### src/rtl/fanctl_pkg.sv
package fanctl_pkg;
  typedef enum logic [2:0] {
    RK_NONE, RK_CFG, RK_DYN, RK_FAULT, RK_TACH, RK_DUTY, RK_TGT, RK_TTGT
  } reg_kind_e;

  localparam logic [7:0] A_CFG   = 8'h02;
  localparam logic [7:0] A_DYN   = 8'h08;
  localparam logic [7:0] A_FAULT = 8'h10;
  localparam logic [7:0] A_TACH  = 8'h18;
  localparam logic [7:0] A_DUTY  = 8'h30;
  localparam logic [7:0] A_TGT   = 8'h40;
  localparam logic [7:0] A_TTGT  = 8'h50;
endpackage

### src/rtl/fanctl_decode.sv
module fanctl_decode
  import fanctl_pkg::*;
#(
  parameter int NCH = 6,
  parameter int BW  = 8,
  parameter int IW  = 4
) (
  input  logic [BW-1:0] ptr,
  output reg_kind_e     kind,
  output logic [IW-1:0] idx,
  output logic          lo
);
  localparam int NTACH = 2 * NCH;
  localparam logic [BW-1:0] CFG_END  = BW'(int'(A_CFG) + NCH);
  localparam logic [BW-1:0] DYN_END  = BW'(int'(A_DYN) + NCH);
  localparam logic [BW-1:0] TACH_END = BW'(int'(A_TACH) + 2 * NTACH);
  localparam logic [BW-1:0] DUTY_END = BW'(int'(A_DUTY) + 2 * NCH);
  localparam logic [BW-1:0] TGT_END  = BW'(int'(A_TGT) + 2 * NCH);
  localparam logic [BW-1:0] TTGT_END = BW'(int'(A_TTGT) + 2 * NCH);

  logic [BW-1:0] off;

  always_comb begin
    kind = RK_NONE;
    idx  = '0;
    lo   = 1'b0;
    off  = '0;
    if (ptr >= A_CFG && ptr < CFG_END) begin
      kind = RK_CFG;
      off  = ptr - A_CFG;
      idx  = off[IW-1:0];
    end else if (ptr >= A_DYN && ptr < DYN_END) begin
      kind = RK_DYN;
      off  = ptr - A_DYN;
      idx  = off[IW-1:0];
    end else if (ptr == A_FAULT || ptr == A_FAULT + 1'b1) begin
      kind = RK_FAULT;
    end else if (ptr >= A_TACH && ptr < TACH_END) begin
      kind = RK_TACH;
      off  = ptr - A_TACH;
      idx  = off[IW:1];
      lo   = off[0];
    end else if (ptr >= A_DUTY && ptr < DUTY_END) begin
      kind = RK_DUTY;
      off  = ptr - A_DUTY;
      idx  = off[IW:1];
      lo   = off[0];
    end else if (ptr >= A_TGT && ptr < TGT_END) begin
      kind = RK_TGT;
      off  = ptr - A_TGT;
      idx  = off[IW:1];
      lo   = off[0];
    end else if (ptr >= A_TTGT && ptr < TTGT_END) begin
      kind = RK_TTGT;
      off  = ptr - A_TTGT;
      idx  = off[IW:1];
      lo   = off[0];
    end
  end
endmodule

### src/rtl/fanctl_tach_model.sv
module fanctl_tach_model #(
  parameter int          DW       = 16,
  parameter int          SHR      = 7,
  parameter int          SHL      = 3,
  parameter int          LOW_BITS = 5,
  parameter logic [15:0] BASE     = 16'h1000
) (
  input  logic [DW-1:0] pwm,
  output logic [DW-1:0] count
);
  localparam logic [DW-1:0] LOW_MASK = DW'((1 << LOW_BITS) - 1);

  logic [DW-1:0] scaled;
  logic [DW-1:0] raw;

  assign scaled = (pwm >> SHR) << SHL;
  assign raw    = DW'(BASE) + scaled;
  assign count  = raw & ~LOW_MASK;
endmodule

### src/rtl/fanctl_xfer_seq.sv
module fanctl_xfer_seq #(
  parameter int BW = 8
) (
  input  logic          clk,
  input  logic          rst,
  input  logic          wr_start,
  input  logic          rd_start,
  input  logic          wr_valid,
  input  logic [BW-1:0] wr_data,
  input  logic          rd_req,
  output logic [BW-1:0] ptr,
  output logic [BW-1:0] held_byte,
  output logic          do_wr1,
  output logic          do_wr2,
  output logic          do_nak,
  output logic          do_rd,
  output logic          rd_second
);
  localparam logic [1:0] CNT_PTR  = 2'd0;
  localparam logic [1:0] CNT_ONE  = 2'd1;
  localparam logic [1:0] CNT_TWO  = 2'd2;
  localparam logic [1:0] CNT_FULL = 2'd3;

  logic [1:0] wcnt;
  logic [1:0] wcnt_eff;
  logic       ridx;

  always_comb begin
    wcnt_eff  = wr_start ? CNT_PTR : wcnt;
    do_wr1    = wr_valid && (wcnt_eff == CNT_ONE);
    do_wr2    = wr_valid && (wcnt_eff == CNT_TWO);
    do_nak    = wr_valid && (wcnt_eff == CNT_FULL);
    do_rd     = rd_req && !wr_valid;
    rd_second = rd_start ? 1'b0 : ridx;
  end

  always_ff @(posedge clk) begin
    if (rst) begin
      ptr       <= '0;
      held_byte <= '0;
      wcnt      <= CNT_PTR;
      ridx      <= 1'b0;
    end else begin
      if (wr_valid) begin
        if (wcnt_eff == CNT_PTR) ptr <= wr_data;
        if (wcnt_eff == CNT_ONE) held_byte <= wr_data;
        if (wcnt_eff != CNT_FULL) wcnt <= wcnt_eff + 2'd1;
        else wcnt <= CNT_FULL;
      end else if (do_rd || wr_start) begin
        wcnt <= CNT_PTR;
      end
      if (do_rd) ridx <= ~rd_second;
      else if (rd_start) ridx <= 1'b0;
    end
  end
endmodule

### src/rtl/fanctl_regbank.sv
module fanctl_regbank
  import fanctl_pkg::*;
#(
  parameter int          NCH      = 6,
  parameter int          BW       = 8,
  parameter logic [7:0]  CFG_RST  = 8'h00,
  parameter logic [7:0]  DYN_RST  = 8'h4C,
  parameter logic [15:0] TTGT_RST = 16'h3C00,
  parameter logic [15:0] CNT_RST  = 16'h4444,
  parameter int          LOW_BITS = 5
) (
  input  logic          clk,
  input  logic          rst,
  input  logic          wr_start,
  input  logic          rd_start,
  input  logic          wr_valid,
  input  logic [BW-1:0] wr_data,
  input  logic          rd_req,
  output logic          rsp_valid,
  output logic          rsp_nak,
  output logic          rd_valid,
  output logic [BW-1:0] rd_data,
  output logic          bad_addr
);
  localparam int DW    = 2 * BW;
  localparam int NTACH = 2 * NCH;
  localparam int IW    = $clog2(NTACH);
  localparam int CW    = (NCH > 1) ? $clog2(NCH) : 1;
  localparam logic [DW-1:0] CNT_INIT = DW'(CNT_RST) & ~DW'((1 << LOW_BITS) - 1);

  logic [BW-1:0] cfg_q  [NCH];
  logic [BW-1:0] dyn_q  [NCH];
  logic [DW-1:0] pwm_q  [NCH];
  logic [DW-1:0] ttg_q  [NCH];
  logic [DW-1:0] cnt_q  [NTACH];

  logic [BW-1:0] ptr, held_byte;
  logic          do_wr1, do_wr2, do_nak, do_rd, rd_second;
  reg_kind_e     kind;
  logic [IW-1:0] idx;
  logic [CW-1:0] chi;
  logic          lo;

  fanctl_xfer_seq #(.BW(BW)) u_seq (
    .clk(clk), .rst(rst), .wr_start(wr_start), .rd_start(rd_start),
    .wr_valid(wr_valid), .wr_data(wr_data), .rd_req(rd_req),
    .ptr(ptr), .held_byte(held_byte), .do_wr1(do_wr1), .do_wr2(do_wr2),
    .do_nak(do_nak), .do_rd(do_rd), .rd_second(rd_second)
  );

  fanctl_decode #(.NCH(NCH), .BW(BW), .IW(IW)) u_dec (
    .ptr(ptr), .kind(kind), .idx(idx), .lo(lo)
  );

  assign chi = idx[CW-1:0];

  // Word writes: one byte merges into a half, a byte pair replaces all.
  logic          pwm_we, ttg_we;
  logic [DW-1:0] pwm_new, ttg_new, cnt_new;

  function automatic logic [DW-1:0] merge_half(
    input logic [DW-1:0] old, input logic [BW-1:0] b, input logic low_half);
    return low_half ? {old[DW-1:BW], b} : {b, old[BW-1:0]};
  endfunction

  always_comb begin
    pwm_we  = (do_wr1 && kind == RK_TGT) || (do_wr2 && kind == RK_TGT && !lo);
    ttg_we  = (do_wr1 && kind == RK_TTGT) || (do_wr2 && kind == RK_TTGT && !lo);
    pwm_new = do_wr2 ? {held_byte, wr_data} : merge_half(pwm_q[chi], wr_data, lo);
    ttg_new = do_wr2 ? {held_byte, wr_data} : merge_half(ttg_q[chi], wr_data, lo);
  end

  fanctl_tach_model #(.DW(DW), .LOW_BITS(LOW_BITS)) u_tach (
    .pwm(pwm_new), .count(cnt_new)
  );

  // Read byte selection.
  logic [DW-1:0] rd_word;
  logic          rd_narrow;
  logic [BW-1:0] rd_b0, rd_b1;

  always_comb begin
    rd_word   = '0;
    rd_narrow = 1'b0;
    unique case (kind)
      RK_CFG:  begin rd_word = DW'(cfg_q[chi]); rd_narrow = 1'b1; end
      RK_DYN:  begin rd_word = DW'(dyn_q[chi]); rd_narrow = 1'b1; end
      RK_TACH: rd_word = cnt_q[idx];
      RK_DUTY, RK_TGT: rd_word = pwm_q[chi];
      RK_TTGT: rd_word = ttg_q[chi];
      default: rd_word = '0;
    endcase
    if (rd_narrow || lo) begin
      rd_b0 = rd_word[BW-1:0];
      rd_b1 = '0;
    end else begin
      rd_b0 = rd_word[DW-1:BW];
      rd_b1 = rd_word[BW-1:0];
    end
  end

  always_ff @(posedge clk) begin
    if (rst) begin
      for (int c = 0; c < NCH; c++) begin
        cfg_q[c] <= CFG_RST;
        dyn_q[c] <= DYN_RST;
        pwm_q[c] <= '0;
        ttg_q[c] <= DW'(TTGT_RST);
      end
      for (int t = 0; t < NTACH; t++) cnt_q[t] <= CNT_INIT;
      rsp_valid <= 1'b0;
      rsp_nak   <= 1'b0;
      rd_valid  <= 1'b0;
      rd_data   <= '0;
      bad_addr  <= 1'b0;
    end else begin
      rsp_valid <= wr_valid;
      rsp_nak   <= do_nak;
      rd_valid  <= do_rd;
      bad_addr  <= (do_wr1 || do_wr2 || do_rd) && (kind == RK_NONE);
      if (do_rd) rd_data <= rd_second ? rd_b1 : rd_b0;
      if (do_wr1 && kind == RK_CFG) cfg_q[chi] <= wr_data;
      if (do_wr1 && kind == RK_DYN) dyn_q[chi] <= wr_data;
      if (pwm_we) begin
        pwm_q[chi] <= pwm_new;
        cnt_q[idx] <= cnt_new;
      end
      if (ttg_we) ttg_q[chi] <= ttg_new;
    end
  end
endmodule

### config.mk
export PLATFORM = sky130hd
export DESIGN_NAME = fanctl_regbank
export DESIGN_NICKNAME = d
export VERILOG_FILES = /design/src/rtl/fanctl_pkg.sv /design/src/rtl/fanctl_decode.sv /design/src/rtl/fanctl_tach_model.sv /design/src/rtl/fanctl_xfer_seq.sv /design/src/rtl/fanctl_regbank.sv
export SDC_FILE = /design/constraint.sdc
export NUM_CORES = 1
export LEC_CHECK = 0
export BUFFER_PORTS_ARGS = -buffer_cell sky130_fd_sc_hd__buf_2
export CORE_ASPECT_RATIO = 0.9
export CORE_MARGIN = 2
export CORE_UTILIZATION = 63
export DETAILED_ROUTE_END_ITERATION = 10
export PLACE_DENSITY = 0.78
export SYNTH_ARGS = -nofsm -noshare
export SYNTH_HDL_FRONTEND = slang
export SYNTH_SLANG_ARGS = --single-unit
### constraint.sdc
create_clock -name clk -period 4.4 [get_ports clk]
set_clock_uncertainty 0.15 [all_clocks]
set_input_delay 0.66 -clock clk [delete_from_list [all_inputs] [get_ports clk]]
set_output_delay 0.66 -clock clk [all_outputs]
set_load 0.005 [all_outputs]
## Word-level counts from Yosys, hierarchy flattened

Memories as Yosys holds them, arrays and structs flattened.
Index checks and enable logic that the tools add are counted.

| operators by class | value |
|---|---|
| $add $sub $neg | 8 |
| $lt $le $gt $ge | 12 |
| equality and inequality tests | 12 |
| multiplexer cells | 65 |
| bitwise operators | 1 |
| reduce and logical (&&, ||, !) cells | 40 |

Operator list:

| operator | count |
|---|---|
| 16-bit two-way mux | 6 |
| 16-bit one-hot mux with 5 select lines | 1 |
| 8-bit two-way mux | 5 |
| 3-bit two-way mux | 11 |
| 4-bit two-way mux | 8 |
| 16-bit OR reduction | 2 |
| 1-bit two-way mux | 29 |
| 1-bit logical AND | 19 |
| 8-bit by 5-bit equality test with 1-bit output, second input constant | 2 |
| 8-bit by 7-bit greater-or-equal comparator with 1-bit output, second input constant | 2 |
| 8-bit by 4-bit < comparator with 1-bit output, second input constant | 2 |
| 8-bit by 6-bit < comparator with 1-bit output, second input constant | 2 |
| 8-bit by 7-bit < comparator with 1-bit output, second input constant | 2 |
| 8-bit OR reduction | 2 |
| 5-bit subtractor, second input constant | 3 |
| 13-bit by 12-bit adder with 14-bit output, first input constant | 1 |
| 3-bit equality test, second input constant | 4 |
| 10-bit two-way mux | 1 |
| 10-bit OR reduction | 1 |
| 8-bit by 2-bit greater-or-equal comparator with 1-bit output, second input constant | 1 |
| 8-bit by 4-bit greater-or-equal comparator with 1-bit output, second input constant | 1 |
| 8-bit by 5-bit greater-or-equal comparator with 1-bit output, second input constant | 1 |
| 8-bit by 6-bit greater-or-equal comparator with 1-bit output, second input constant | 1 |
| 2-bit two-way mux | 4 |
| 17 further kinds | 27 |

| word-level totals | value |
|---|---|
| register bits after elaboration | 31 |
| bits in writable memories | 408 |
| input port bits | 14 |
| memories | 5 |

Memory list:

| memory | words | width | rd ports | clocked after memory_dff | write ports | line | source |
|---|---|---|---|---|---|---|---|
| cnt_q | 12 | 10 | 1 | 0 | 12 | fanctl_regbank.sv:35 | `logic [DW-1:0] cnt_q [NTACH];` |
| pwm_q | 6 | 16 | 1 | 0 | 6 | fanctl_regbank.sv:33 | `logic [DW-1:0] pwm_q [NCH];` |
| ttg_q | 6 | 16 | 1 | 0 | 6 | fanctl_regbank.sv:34 | `logic [DW-1:0] ttg_q [NCH];` |
| cfg_q | 6 | 8 | 1 | 0 | 6 | fanctl_regbank.sv:31 | `logic [BW-1:0] cfg_q [NCH];` |
| dyn_q | 6 | 8 | 1 | 0 | 6 | fanctl_regbank.sv:32 | `logic [BW-1:0] dyn_q [NCH];` |

## Logic depth before layout (Yosys ltp)

Gate-level depths: netlist of the first run.

| depth | value |
|---|---|
| word-level depth | 18 |
| depth in mapped cells | 15 |

## Hierarchy

Synthesis of the first run repeated with hierarchy kept, for this count alone.

| unflattened totals | value |
|---|---|
| cell total of the unflattened synthesis | 2224 |
| area, all modules | 30616.9 um^2 |

Modules (own cells, without submodules):

| module | times used | cells an instance | area each (um^2) | seq. area each (um^2) |
|---|---|---|---|---|
| fanctl_regbank | 1 | 2066 | 29260.6 | 19458.7 |
| fanctl_xfer_seq | 1 | 79 | 810.8 | 380.4 |
| fanctl_decode | 1 | 61 | 417.9 | 0.0 |
| fanctl_tach_model | 1 | 18 | 127.6 | 0.0 |

## Least setup slack after synthesis of the first run

No wires, ideal clock.

| timing path | value |
|---|---|
| kind | register to register |
| start | register u_seq.ptr[1] |
| end | memory ttg_q[5][0] (enable) |
| library setup time | 392 ps |
| data arrival time | 3277 ps |
| required time | 3858 ps |
| path slack | 581 ps |
| cell stages (with the launch flop) | 12 |
| period minus slack after synthesis | 3819 ps |
| path through | dfxtp_1 > clkbuf_1 > inv_1 > ha_1 > nor2b_1 > a211o_1 > o31ai_1 > clkbuf_1 > buf_2 > clkbuf_1 > nand2_1 > o21bai_1 |

RTL lines:

| element | line | source |
|---|---|---|
| from (decl) | fanctl_xfer_seq.sv:11 | `output logic [BW-1:0] ptr,` |
| from (signal assigned) | fanctl_xfer_seq.sv:45 | `if (wcnt_eff == CNT_PTR) ptr <= wr_data;` |
| to (decl) | fanctl_regbank.sv:34 |  |

==> summary.txt, run 1 <==
number of global-route vias before repair: 17.43k
pin count of the biggest net entering global routing: 91
number of max-cap violations: 0
Synth Flop Type: edfxtp_1
core area: 39280 um^2
# H-tree levels: 2
Die Width: 213.8 um
Hold WC Path Type: in -> reg
Final Hold Viols: 0
clock sink total: 548
DRC violations left: 0
cts hold-fix bufs: 0
share of layout cells above drive strength 1: 12.06%
Layout area overhead: 14.41%
sequential area share after synthesis: 63.73%
row count: 69
crit path max fanout: 51
pwr/cell area: 419.9 nW/um^2
RSZ-0062 raised after global routing: no
Via-to-Cell Ratio: 6.333
CTS tree: done
worst-skew pair later-pin latency: 0.62 ns
drt first pass iters: 6
I/O pins: 26
Rel. slew slack: 32.18%
Total GRT Usage: 35.69%
Port Buffers: 25
Mean Syn Cell Area: 11.70 um^2
DRT iter0 DRCs: 2543
Tcrit/Tclk final: 94.22%
Ys Warns: 0
Data required, critical path: 4.60 ns
Critical Path Sink Type: flip-flop
placed cell area: 26720 um^2
GPL Wtd Cong: 0.9865
most frequent cells in the layout: 493 x edfxtp_1, 345 x nand2_1, 240 x nor2_1
Max Clock Freq: 241.2 MHz
Post-Syn Area: 24960 um^2
status: complete, no violations
Period minus WS final: 4.146 ns
WS Path Type: reg -> reg
Setup TNS Final: 0 ns
critical path data arrival time: 4.34 ns
detailed-route wire length per cell: 25.07 um
Worst-path clk slew: 0.06 ns
root buf cell: clkbuf_16
Peak supply drop: 0.5189 mV
Max Slew Vio Count: 0
Vias: 18.24k
die footprint: 41220 um^2
Post-synth EDFFs: 493
Nets: 2320
final setup violation count: 0
asr flop ratio synth: 0%
Setup crit start kind: flip-flop
Cells after Synth: 2133
P_leak: 10.92 nW
library cells used by synthesis: 74
Worst-Margin Slew: 1.008 ns
Finished Cell Area: 28550 um^2
hold_ws: 0.2453 ns
leading cell type in the layout, fill and taps excluded: edfxtp_1
Initial Util: 63.54%
#FFs+latches synth: 548
DP Wirelength: 48.01 mm
first-pass GRT wire length: 107.1 mm
Num CTS Buffers: 54
gr ovfl total: 0
total routed wirelength: 72.19 mm
post-route ant nets: 0
Die Y: 192.8 um
clk buf depth: 3
antenna violations before repair: 2
[through the flow]
stage / total power [mW] / util, % / setup WS [ns] / cells
finish: 11.99 / 72.69 / 0.2542 / 2880
global route: 12.27 / 72.68 / 0.03581 / 2879
CTS: 11.98 / 72.68 / 0.1428 / 2879
detailed placement: 7.260 / 68.02 / 0.1740 / 2779
global placement: 7.237 / 68.02 / 0.2158 / 2779
floorplan: 6.750 / - / 0.5810 / 2267
[flip-flops by register name, summed over array words and instances, names as in the netlist, 8 cells and up]
name	count
rd_data	8
ttg_q	128
u_seq.held_byte	8
cnt_q	136
dyn_q	61
pwm_q	128
cfg_q	64
u_seq.ptr	8
[path summary, 6_finish.rpt]
kind | startpoint | to | slack [ns] | depth (start not counted)
worst max-delay path | u_seq.ptr[4] | cnt_q[13][2] | 0.25 | 14
worst min-delay path | wr_valid | rsp_valid | 0.25 | 2
worst max register to register | u_seq.ptr[4] | cnt_q[13][2] | 0.25 | 14
worst min register to register | cnt_q[6][9] | cnt_q[6][9] | 0.29 | 1
[cell families after synthesis]
logic type	Yosys count	share of synthesized area, %
xor gates and xnor gates	1	0.03510
buffers and inverters	207	3.590
AOI/OAI and AO/OA	293	8.387
and+or+nand+nor	906	16.63
other	1	0.01503
muxes	174	7.465
DFF	548	63.73
adders and majority gates	3	0.1504
[metal layers]
layer	wire length, um	global-route usage (%)	up-vias
met4	4110	18.78	0
met2	32570	54.52	1192
met5	0	0	-
met3	8901	8.316	249
met1	26610	48.01	8857
li1	-	-	7941
[cell usage after synthesis (36+ instances only)]
master,n,area [um^2]
mux2i_1,158,1582
nor2_1,241,904.6
clkbuf_1,88,330.3
nand2_1,346,1299
and3_1,59,369.1
a21oi_1,47,235.2
dfxtp_1,55,1101
and2_1,62,387.9
nand3_1,66,330.3
buf_2,71,355.3
inv_1,36,135.1
edfxtp_1,493,14800
[area by class of cell]
cell class | count | area, um^2
Timing Repair Buffer | 151 | 1286
Inverter | 36 | 135.1
Clock buffer | 72 | 1480
Fill cell | 2705 | 10730
Tap cell | 532 | 665.6
Antenna cell | 1 | 2.502
Multi-Input combinational cell | 1512 | 8726
Clock inverter | 28 | 351.6
Sequential cell | 548 | 15910
[worst max-delay path: stages, from the launching register on]
cell and delay (ns):
dfxtp_2 0.47, ha_1 0.19, nor4b_2 0.32, o21a_1 0.38, o32a_2 0.29, buf_4 0.21, buf_12 0.30, mux2i_1 0.33
mux2i_1 0.13, mux2i_1 0.17, buf_4 0.20, nand2_1 0.07, a22oi_1 0.20, buf_4 0.30, inv_1 0.12
[timing repair]
action / CTS / global route
buffers inserted: 0 / 0
endpoints found under the setup margin: 0 / 43
resized for setup: 0 / 1
[power breakdown]
part	internal (mW)	switching, mW	total [mW]
combinational	0.406	0.889	1.30
sequential	5.84	0.0713	5.91
clock	2.83	1.95	4.78
total	9.08	2.91	12.0
Note: power is estimated with default switching activity, not from simulation.
==> run 2: changes to the inputs <==
BUFFER_PORTS_ARGS = -buffer_cell sky130_fd_sc_hd__clkbuf_2   (was -buffer_cell sky130_fd_sc_hd__buf_2)
==> run 2 against run 1 <==
Die area unchanged. Register-to-register slack got worse by 0.03 ns. Hold slack got worse by 0.0078 ns. Wire length increased by 1.5%. Critical path depth unchanged. First-iteration DRC count decreased by 3.1%. Sequential power about the same. Non-clock buffer count increased by 27. Utilization increased by 0.23 points. Count of clock-buffer cells in the layout decreased by 1. Via count about the same. Critical path type unchanged.
==> summary.txt, run 2 (synthesis gave the netlist of run 1 again) <==
status: complete, no violations
Hold WC Path Type: in -> reg
P_leak: 11.00 nW (+0.72%)
clock sink total: 548 (unchanged)
RR Startpoint: u_seq.ptr[3]
worst-skew pair later-pin latency: 0.62 ns (about the same)
Setup TNS Final: 0 ns (unchanged)
Layout fillers: 2666 (-1.4%)
# H-tree levels: 2 (unchanged)
Worst-path clk slew: 0.06 ns (about the same)
cts hold-fix bufs: 0 (unchanged)
Vias: 18.23k (-0.038%)
Via-to-Cell Ratio: 6.285 (-0.76%)
Final Hold Viols: 0 (unchanged)
post-route ant nets: 0 (unchanged)
clk buf depth: 3 (unchanged)
pwr/cell area: 414.4 nW/um^2 (-1.3%)
Data required, critical path: 4.60 ns (about the same)
crit path max fanout: 35 (-31%)
Top reg by flops: cnt_q
Finished Cell Area: 28640 um^2 (+0.32%)
worst-case reg-to-reg path depth: 14 (unchanged)
drt first pass iters: 6 (unchanged)
Rel. slew slack: 2.135% (-30 points)
Setup crit start kind: flip-flop
leading cell type in the layout, fill and taps excluded: edfxtp_1
Total GRT Usage: 36.32% (+0.62 points)
Nets: 2346 (+1.1%)
Initial Util: 63.54% (unchanged)
DRT iter0 DRCs: 2465 (-3.1%)
WS Path Type: reg -> reg
Period minus WS final: 4.176 ns (+0.02998 ns)
number of max-cap violations: 0 (unchanged)
most frequent cells in the layout: 493 x edfxtp_1, 345 x nand2_1, 240 x nor2_1
Tcrit/Tclk final: 94.90% (+0.68 points)
DP Wirelength: 49.23 mm (+2.5%)
ANT cells: 0 (-1)
share of layout cells above drive strength 1: 13.00% (+0.94 points)
Die Y: 192.8 um (unchanged)
antenna violations before repair: 0 (-2)
Num CTS Buffers: 53 (-1.9%)
root buf cell: clkbuf_16
Layout area overhead: 14.77%
critical path data arrival time: 4.38 ns (+0.04 ns)
GPL Wtd Cong: 1.012 (+2.5%)
Max Clock Freq: 239.5 MHz (-0.72%)
Critical Path Sink Type: flip-flop
final setup violation count: 0 (unchanged)
FF-to-FF setup slack: 0.22 ns (-0.03 ns)
Port Buffers: 25 (unchanged)
Die Width: 213.8 um (unchanged)
total routed wirelength: 73.26 mm (+1.5%)
Largest register FFs: 136 (unchanged)
DRC violations left: 0 (unchanged)
Critical Path Source: u_seq.ptr[3]
pin count of the biggest net entering global routing: 81 (-11%)
I/O pins: 26 (unchanged)
R2R Path End: cnt_q[15][4]
placed cell area: 26880 um^2 (+0.62%)
detailed-route wire length per cell: 25.25 um (+0.75%)
biggest regs: cnt_q (136), pwm_q (128), ttg_q (128)
Worst-Margin Slew: 1.463 ns (+0.4545 ns)
Max Slew Vio Count: 0 (unchanged)
gr ovfl total: 0 (unchanged)
number of global-route vias before repair: 17.75k (+1.8%)
Setup Fix Bufs, Post-CTS: 0 (unchanged)
CTS tree: done
row count: 69 (unchanged)
core area: 39280 um^2 (unchanged)
die footprint: 41220 um^2 (unchanged)
first-pass GRT wire length: 108.5 mm (+1.4%)
Setup crit end: cnt_q[15][4]
Peak supply drop: 0.5104 mV (-1.7%)
run 2: final cells by class:
| type | count | area (um^2) | area share, % |
|---|---|---|---|
| clock inverters | 24 | 250.2 | 0.8736 |
| well taps | 532 | 665.6 | 2.324 |
| repair buffers | 178 | 1451 | 5.067 |
| clock buffers | 71 | 1498 | 5.229 |
| multi-input cells | 1512 | 8737 | 30.50 |
| inverters | 36 | 135.1 | 0.4718 |
| flip-flops and latches | 548 | 15910 | 55.53 |
run 2: worst min-delay path by stage:
| stage | cells after the start | start | slack, ns | endpoint |
|---|---|---|---|---|
| 4_1_cts | 2 | rst | 0.22 | u_seq.ptr[0] |
| 5_1_grt | 2 | rst | 0.24 | u_seq.ridx |
| 2_1_floorplan | 1 | cnt_q[8][9] | 0.26 | cnt_q[8][9] |
| 3_5_place_dp | 1 | cnt_q[8][9] | 0.28 | cnt_q[8][9] |
| 6_report | 2 | rst | 0.24 | u_seq.ptr[1] |
| 3_3_place_gp | 1 | cnt_q[6][9] | 0.28 | cnt_q[6][9] |
run 2: repair_timing:
action                                 CTS  global route
setup endpoints to repair                0            30
endpoints found under the hold margin    0             0
resized for setup                        0             3
run 2: per-layer routing:
| layer | wire length (um) | track usage, % | share of wire [%] | vias to the layer above |
|---|---|---|---|---|
| met1 | 27460 | 48.59 | 37 | 8890 |
| met2 | 33500 | 56.41 | 46 | 1149 |
| li1 | - | - | - | 7975 |
| met5 | 0 | 0 | 0 | - |
| met4 | 3843 | 18.59 | 5.2 | 0 |
| met3 | 8465 | 7.876 | 12 | 218 |
run 2: metrics by stage:
stage	setup slack (ns)	hold WS, ns	std cells	util [%]	total power [mW]
global route	-0.04799	0.2405	2901	72.92	12.14
finish	0.2242	0.2375	2901	72.92	11.87
global placement	0.1276	0.2776	2806	68.44	7.265
floorplan	0.5810	0.2635	2267	-	6.750
detailed placement	0.04413	0.2808	2806	68.44	7.286
CTS	0.02792	0.2233	2901	72.89	11.84
run 2: power by group:
part	switching, mW	total [mW]	internal, mW
Clock	1.96	4.63	2.68
Combinational	0.902	1.33	0.424
Sequential	0.0720	5.91	5.84
Total	2.93	11.9	8.94
run 2: critical path, cell delays in order (launching register included):
cell	delay, ns
dfxtp_1	0.49
ha_1	0.20
nor4b_2	0.31
o21a_1	0.36
o32a_2	0.27
buf_12	0.18
buf_12	0.26
mux2i_1	0.26
mux2i_1	0.09
mux2i_1	0.15
buf_4	0.21
nand2_1	0.09
a22oi_2	0.40
buf_4	0.32
inv_1	0.11
